--- src/rtl/dw_pkg.sv ---
package dw_pkg;
   typedef struct packed {
      logic hex;
      logic nodec;
      logic run;
      logic bank_a;
   } dw_ctl_t;

   localparam int unsigned BYTE_W = 8;
   localparam int unsigned NIB_W  = 4;
endpackage

--- src/rtl/dw_sync.sv ---
module dw_sync #(
   parameter int unsigned W      = 10,
   parameter int unsigned STAGES = 2
) (
   input  logic         clk,
   input  logic         rst_n,
   input  logic [W-1:0] din,
   output logic [W-1:0] dout
);
   logic [STAGES-1:0][W-1:0] q;

   if (STAGES < 2) begin : g_bad_stages
      $error("dw_sync needs at least two stages");
   end

   for (genvar s = 0; s < STAGES; s++) begin : g_stage
      if (s == 0) begin : g_first
         always_ff @(posedge clk or negedge rst_n)
            if (!rst_n) q[0] <= '0;
            else        q[0] <= din;
      end else begin : g_next
         always_ff @(posedge clk or negedge rst_n)
            if (!rst_n) q[s] <= '0;
            else        q[s] <= q[s-1];
      end
   end

   assign dout = q[STAGES-1];
endmodule

--- src/rtl/dw_ctrl.sv ---
module dw_ctrl
   import dw_pkg::*;
#(
   parameter int unsigned DIGITS = 8,
   parameter int unsigned AW     = 3
) (
   input  logic                clk,
   input  logic                rst_n,
   input  logic                ctl_wr,
   input  logic                dat_wr,
   input  logic [BYTE_W-1:0]   din,
   output dw_ctl_t             ctl,
   output logic                blank,
   output logic                sgl_on,
   output logic [DIGITS-1:0]   we
);
   logic          seq_on;
   logic [AW-1:0] seq_idx;
   logic [AW-1:0] sgl_addr;

   always_comb begin
      we = '0;
      if (dat_wr) begin
         if (seq_on)      we[seq_idx]  = 1'b1;
         else if (sgl_on) we[sgl_addr] = 1'b1;
      end
   end

   always_ff @(posedge clk or negedge rst_n) begin
      if (!rst_n) begin
         ctl      <= '{hex: 1'b0, nodec: 1'b0, run: 1'b0, bank_a: 1'b1};
         seq_on   <= 1'b0;
         seq_idx  <= '0;
         sgl_on   <= 1'b0;
         sgl_addr <= '0;
      end else if (ctl_wr) begin
         ctl.hex    <= din[6];
         ctl.nodec  <= din[5];
         ctl.run    <= din[4];
         ctl.bank_a <= din[3];
         seq_idx    <= '0;
         seq_on     <= din[7];
         sgl_on     <= ~din[7];
         sgl_addr   <= din[AW-1:0];
      end else if (dat_wr) begin
         if (seq_on) begin
            if (seq_idx == AW'(DIGITS - 1)) seq_on  <= 1'b0;
            else                            seq_idx <= seq_idx + 1'b1;
         end else begin
            sgl_on <= 1'b0;
         end
      end
   end

   assign blank = seq_on;
endmodule

--- src/rtl/dw_store.sv ---
module dw_store
   import dw_pkg::*;
#(
   parameter int unsigned DIGITS = 8
) (
   input  logic                          clk,
   input  logic                          rst_n,
   input  logic [DIGITS-1:0]             we,
   input  logic [BYTE_W-1:0]             din,
   input  logic                          raw_wr,
   input  logic                          bank_a,
   output logic [DIGITS-1:0][NIB_W-1:0]  nib_a,
   output logic [DIGITS-1:0][NIB_W-1:0]  nib_b,
   output logic [DIGITS-1:0]             dp,
   output logic [DIGITS-1:0]             raw
);
   for (genvar i = 0; i < DIGITS; i++) begin : g_digit
      always_ff @(posedge clk or negedge rst_n) begin
         if (!rst_n) begin
            nib_a[i] <= '0;
            nib_b[i] <= '0;
            dp[i]    <= 1'b0;
            raw[i]   <= 1'b0;
         end else if (we[i]) begin
            dp[i]  <= din[7];
            raw[i] <= raw_wr;
            if (raw_wr) begin
               nib_a[i] <= din[3:0];
               nib_b[i] <= din[7:4];
            end else if (bank_a) begin
               nib_a[i] <= din[3:0];
            end else begin
               nib_b[i] <= din[3:0];
            end
         end
      end
   end
endmodule

--- src/rtl/disp_wr_ctrl.sv ---
module disp_wr_ctrl
   import dw_pkg::*;
#(
   parameter int unsigned DIGITS      = 8,
   parameter int unsigned SYNC_STAGES = 2,
   localparam int unsigned AW         = $clog2(DIGITS)
) (
   input  logic              clk,
   input  logic              rst_n,
   input  logic              wr_in,
   input  logic              mode_in,
   input  logic [7:0]        bus_in,
   input  logic [AW-1:0]     rd_sel,
   output logic [7:0]        rd_byte,
   output logic              rd_decoded,
   output logic              blank,
   output logic              shutdown,
   output logic              hex_sel
);
   localparam int unsigned SW = BYTE_W + 2;

   if (DIGITS < 2 || DIGITS > 8 || (1 << AW) != DIGITS) begin : g_bad_digits
      $error("DIGITS must be a power of two between 2 and 8");
   end

   logic [SW-1:0]                s_vec;
   logic                         s_wr, s_mode, wr_q, wr_rise;
   logic [BYTE_W-1:0]            s_data;
   logic                         ctl_wr, dat_wr, sgl_on;
   dw_ctl_t                      ctl;
   logic [DIGITS-1:0]            we;
   logic [DIGITS-1:0][NIB_W-1:0] nib_a, nib_b;
   logic [DIGITS-1:0]            dp, raw;

   dw_sync #(.W(SW), .STAGES(SYNC_STAGES)) i_sync (
      .clk(clk), .rst_n(rst_n),
      .din({wr_in, mode_in, bus_in}), .dout(s_vec));

   assign {s_wr, s_mode, s_data} = s_vec;

   always_ff @(posedge clk or negedge rst_n)
      if (!rst_n) wr_q <= 1'b0;
      else        wr_q <= s_wr;

   assign wr_rise = s_wr & ~wr_q;
   assign ctl_wr  = wr_rise &  s_mode;
   assign dat_wr  = wr_rise & ~s_mode;

   dw_ctrl #(.DIGITS(DIGITS), .AW(AW)) i_ctrl (
      .clk(clk), .rst_n(rst_n), .ctl_wr(ctl_wr), .dat_wr(dat_wr),
      .din(s_data), .ctl(ctl), .blank(blank), .sgl_on(sgl_on), .we(we));

   dw_store #(.DIGITS(DIGITS)) i_store (
      .clk(clk), .rst_n(rst_n), .we(we), .din(s_data),
      .raw_wr(ctl.nodec), .bank_a(ctl.bank_a),
      .nib_a(nib_a), .nib_b(nib_b), .dp(dp), .raw(raw));

   always_comb begin
      if (raw[rd_sel])
         rd_byte = {nib_b[rd_sel], nib_a[rd_sel]};
      else
         rd_byte = {dp[rd_sel], 3'b000,
                    ctl.bank_a ? nib_a[rd_sel] : nib_b[rd_sel]};
   end

   assign rd_decoded = ~raw[rd_sel];
   assign shutdown   = ~ctl.run;
   assign hex_sel    = ctl.hex;
endmodule

--- config.mk ---
export PLATFORM = sky130hd
export DESIGN_NAME = disp_wr_ctrl
export DESIGN_NICKNAME = d
export VERILOG_FILES = /design/src/rtl/dw_pkg.sv /design/src/rtl/dw_sync.sv /design/src/rtl/dw_ctrl.sv /design/src/rtl/dw_store.sv /design/src/rtl/disp_wr_ctrl.sv
export SDC_FILE = /design/constraint.sdc
export NUM_CORES = 1
export LEC_CHECK = 0
export BUFFER_PORTS_ARGS = -buffer_cell sky130_fd_sc_hd__buf_2
export CAP_MARGIN = 0
export CORE_UTILIZATION = 57
export CTS_CLUSTER_SIZE = 24
export DETAILED_ROUTE_END_ITERATION = 16
export PLACE_DENSITY = 0.82
export SKIP_LAST_GASP = 1
export SLEW_MARGIN = 25
export SYNTH_ARGS = -nofsm -noshare
export SYNTH_HDL_FRONTEND = slang
export SYNTH_HIERARCHICAL = 1
export SYNTH_SLANG_ARGS = --single-unit
--- constraint.sdc ---
create_clock -name clk -period 2.8 [get_ports clk]
set_clock_uncertainty 0.15 [all_clocks]
set_input_delay 0.28 -clock clk [delete_from_list [all_inputs] [get_ports clk]]
set_output_delay 0.28 -clock clk [all_outputs]
set_load 0.02 [all_outputs]
* Word level (Yosys, flattened, before mapping) *
Cells that the tools add are included.

word-level totals
  bits of input ports = 15
  output and inout port bits = 12
  logic and storage cells = 116
  bits in registers = 113

cells by class
  equal/unequal tests = 4
  reduce and logical (&&, ||, !) cells = 23
  mux-type cells = 32
  bitwise operators = 8
  order comparisons = 5
  $add $sub $neg = 1

operators by type and width
  cell                 count
  $reduce_and 2->1     17
  $mux 8               4
  $mux 4               7
  $bmux 4 s3           2
  $lt 3x4->1 const B   3
  $mux 3               4
  $mux 1               11
  $bmux 1 s3           2
  $demux 1 s3          2
  $ge 3x1->1 const B   2
  $reduce_bool 2->1    3
  $not 1->1            5
  $ne 2x2->1 const B   2
  $add 3x1->3 const B  1
  $and 1x1->1          3
  $eq 3x3->1 const B   1
  $reduce_and 3->1     1
  $logic_and 1x1->1    2
  $ne 2x1->1 const B   1

* Depth between registers and ports, before layout *
  depth in word-level cells = 8
  gate-level depth with buffers = 7
  depth with buffers taken out = 6

* By module *
Netlist, hierarchy kept.

by module, submodules not included
  module        cells each  seq. area each (um^2)  instances  area an instance (um^2)
  dw_store      281         2,001.9                1          3,626.0
  disp_wr_ctrl  49          25.0                   1          714.4
  dw_ctrl       60          301.5                  1          666.9
  dw_sync       30          500.5                  1          575.6

* Least setup slack after synthesis *
No wires, ideal clock.

  path kind = reg-to-reg
  from = reg i_sync.q, in the netlist i_sync/dout[8]
  to = reg i_store.dp[0]
  slack = 0.200 ns
  setup time = 0.125 ns
  cell stages (with the launch flop) = 7
  period minus slack after synthesis = 2.600 ns
  required time = 2.525 ns
  arrival time = 2.325 ns
  path through = dfrtp_1 > buf_4 > nor3b_1 > or4b_1 > o32ai_1 > buf_2 > mux2_2

on the way
  longest elaborated chain between the ends = 3

RTL lines
  what                               line                RTL
  from (decl)                        dw_sync.sv:10       logic [STAGES-1:0][W-1:0] q;
  from (signal, indexed assignment)  dw_sync.sv:24       else q[s] <= q[s-1];
  $not 1->1                          disp_wr_ctrl.sv:47  assign dat_wr = wr_rise & ~s_mode;
  $and 1x1->1                        disp_wr_ctrl.sv:47
  via dat_wr                         disp_wr_ctrl.sv:29  logic ctl_wr, dat_wr, sgl_on;
  $mux 8                             dw_ctrl.sv:23       if (dat_wr) begin
  via we[0]                          disp_wr_ctrl.sv:31  logic [DIGITS-1:0] we;
  to (signal, indexed assignment)    dw_store.sv:25      dp[i] <= din[7];
  to (decl)                          dw_store.sv:14      output logic [DIGITS-1:0] dp,

The timed path passes the listed nets, and every way through them passes these cells.
A chain may end at the register's enable or synchronous reset.

* Worst setup path in the final report *
  from = reg i_store.raw[5]
  to = out rd_byte[2]

on the way
  longest elaborated chain between the ends = 3

RTL lines
  what                               line                RTL
  from (decl)                        dw_store.sv:15      output logic [DIGITS-1:0] raw
  from (signal, indexed assignment)  dw_store.sv:26      raw[i] <= raw_wr;
  $bmux 1 s3                         disp_wr_ctrl.sv:59  if (raw[rd_sel])
  $mux 1 (not written as such)       disp_wr_ctrl.sv:59
  $mux 8                             disp_wr_ctrl.sv:59
  to (decl)                          disp_wr_ctrl.sv:14  output logic [7:0] rd_byte,

Every way passes these cells. The select of a mux whose other input is x is not followed.

==> metrics.txt <==
status completed; clk sinks 113; clock slew at reported path FFs 60 ps; largest cells by area after synthesis dfrtp_1 (50%), mux2_4 (8.6%), mux4_2 (8.1%); adder-cell share of the synthesized area 0.00448; fmax approximately 370 MHz; Max Transition Viols Final 0; Yosys top cell by area dfrtp_1; Root Buffer clkbuf_8; mux cell area share after synthesis 0.248; diode count 0; CTS tree yes; worst-margin pin slew 939 ps; vias 3703; initial antenna violation count 0; Synth Register Bits between 100 and 150; Synthesized Nets 437; Compound-Gate Fraction of Synth Area 0.0997; yosys warns 6; Worst Path Required 2370 ps; I/O pin count 27; fin crit share 0.969; largest net degree at the start of global routing 40; antenna viol nets, final 0; Via density 6.21; grt ovf 0; top-count cell post-synth dfrtp_1; number of remaining DRC errors 0; share of post-route cells with drive strength above 1 0.343; max-cap violation count 0; vias in the first global route between 3000 and 4000; Die H 101 µm; Setup TNS 0 ps; synthesized area per cell 13.3 µm²; Cell Area, Synth 5580 µm²; Seq/Total Area, Yosys 0.507; post-synthesis xor/xnor area fraction 0; Routed WL 12.9 mm; Max-slew headroom 0.374; CTS Buf Count 17; Placed Area 5810 µm²; count of different cell masters after synthesis 37; router iterations before antenna repair 4; Startpoint Class flip-flop; Async S/R FF share, synth 1.00; port bufs 26; RSZ-0062 raised after global routing false; first-pass GRT wire length 20.9 mm; most used flip-flop cell after synthesis dfrtp_1; Crit Path Max Fanout 4; top-area cell type share of the netlist area 0.502; Crit Path Category reg -> out; Post-Synth Simple-Gate Area 0.0982; VDD IR-drop max 0.568 mV; synth-to-layout area growth 15.8%; Die ar. 10200 µm²; final setup violation count 0; clk_lat worst skew 520 ps; # rows 35; Final nets 471; initial core utilization 0.596; crit path DAT 2280 ps; Tmin final 2710 ps; Hold Crit Class in -> async; hpwl dp ~8 mm; EDFF count, synth 0; # Post-CTS Setup Buffers 0; gpl congestion about 0.81; Final Instance Area 6460 µm²; cell leakage power 3.00 nW; DIE WIDTH 101 µm; final hold vios 0; WL per Instance 21.6 µm; CTS max path bufs 2; GRT Util Overall 0.285; H-tree depth 4; largest family of logic cells by synthesized area multiplexers; DRT iter0 DRCs 223; Post-synth top cells dfrtp_1 (112), nor2_1 (38), a211oi_1 (32), mux2_4 (32), o22ai_1 (23); Setup crit end kind primary output; Cells after Synth 420; core area 9370 µm²; PwrDens 738 nW/µm²
==> kinds of logic (layout without fill, tap and decap cells) <==
kind of cell	count (synthesis)	in the layout
DFF	113	113
and+or+nand+nor	95	95
muxes	93	93
AOI/OAI and AO/OA	75	75
buffers and inverters	42	89
adders and majority gates	2	2
==> worst paths after layout <==
check                                      startpoint                            end  slack, ps  cells after the start
setup / recovery           i_store/raw[5]$_DFFE_PN0P_                     rd_byte[2]         90                      5
setup reg to reg                       wr_q$_DFF_PN0_  i_store/nib_b[12]$_DFFE_PN0P_        450                      8
hold / removal                                  rst_n     i_store/raw[1]$_DFFE_PN0P_        120                      2
min in group clk                i_sync/q[8]$_DFF_PN0_       i_sync/dout[8]$_DFF_PN0_        200                      0
max in group asynchronous                       rst_n       i_sync/dout[5]$_DFF_PN0_       1700                      3
hold reg to reg                 i_sync/q[8]$_DFF_PN0_       i_sync/dout[8]$_DFF_PN0_        200                      0
==> metal layers <==
metal  global-route usage  share of wire
met2                0.473           0.51
met5                    0              0
met1                0.355           0.41
met4                0.109          0.018
met3               0.0832          0.068
==> registers in the layout (all words and copies together) (netlist names) <==
name,flops
i_store/nib_a,32
i_ctrl/blank,1
i_ctrl/seq_idx,3
i_ctrl/sgl_addr,3
i_store/nib_b,32
i_ctrl/ctl,4
i_ctrl/sgl_on,1
i_store/dp,8
wr_q,1
i_store/raw,8
i_sync/q,10
i_sync/dout,10
==> repair_timing <==
action	4_1_cts	5_1_grt
hold endpoints to repair	82	0
gates resized for setup	0	1
hold buffers	11	0
endpoints found under the setup margin	0	4
==> final cells by class <==
class,count,area (µm²)
fillers,661,2910
inverters,2,7.51
multi-input cells,265,2530
repair buffers,55,390
clock buffers,20,435
clock inverters,12,110
flip-flops and latches,113,2830
well taps,129,161
==> layout by cell type (no fill, tap or decap), types with 8 or more instances in the layout <==
cell and count:
dfrtp_1 112, mux4_2 20, dlygate4sd3_1 11, clkbuf_16 16, o22ai_1 23, nor2_1 38, mux2_2 17, a211oi_1 32
mux2i_1 16, buf_2 25, nand2b_1 19, o2bb2ai_1 16, buf_4 18, nand2_4 8, mux2_4 32, nor2b_1 14
==> critical path, stage by stage, from the launching register on <==
cell,delay (ps)
dfrtp_1,370
mux4_2,500
mux2i_4,200
and2b_2,250
mux2i_1,240
buf_2,200
==> where the power goes <==
| group | internal (mW) | switching [mW] | total (mW) | leakage [nW] |
|---|---|---|---|---|
| registers | 1.84 | 0.157 | 1.99 | 1.49 |
| clock network | 1.20 | 0.777 | 1.98 | 0.269 |
| logic | 0.401 | 0.396 | 0.797 | 1.25 |
==> through the flow <==
step	hold WS, ps	setup WS (ps)	util	total power [mW]	instances
6_report	125	86.4	0.690	4.77	596
5_1_grt	152	17.7	0.690	4.96	596
4_1_cts	122	36.0	0.690	4.79	596
3_5_place_dp	124	426	0.620	2.79	553
3_3_place_gp	125	475	0.620	2.73	553
2_1_floorplan	-166	200	-	2.56	420
Power figures use the tool's default switching activity.
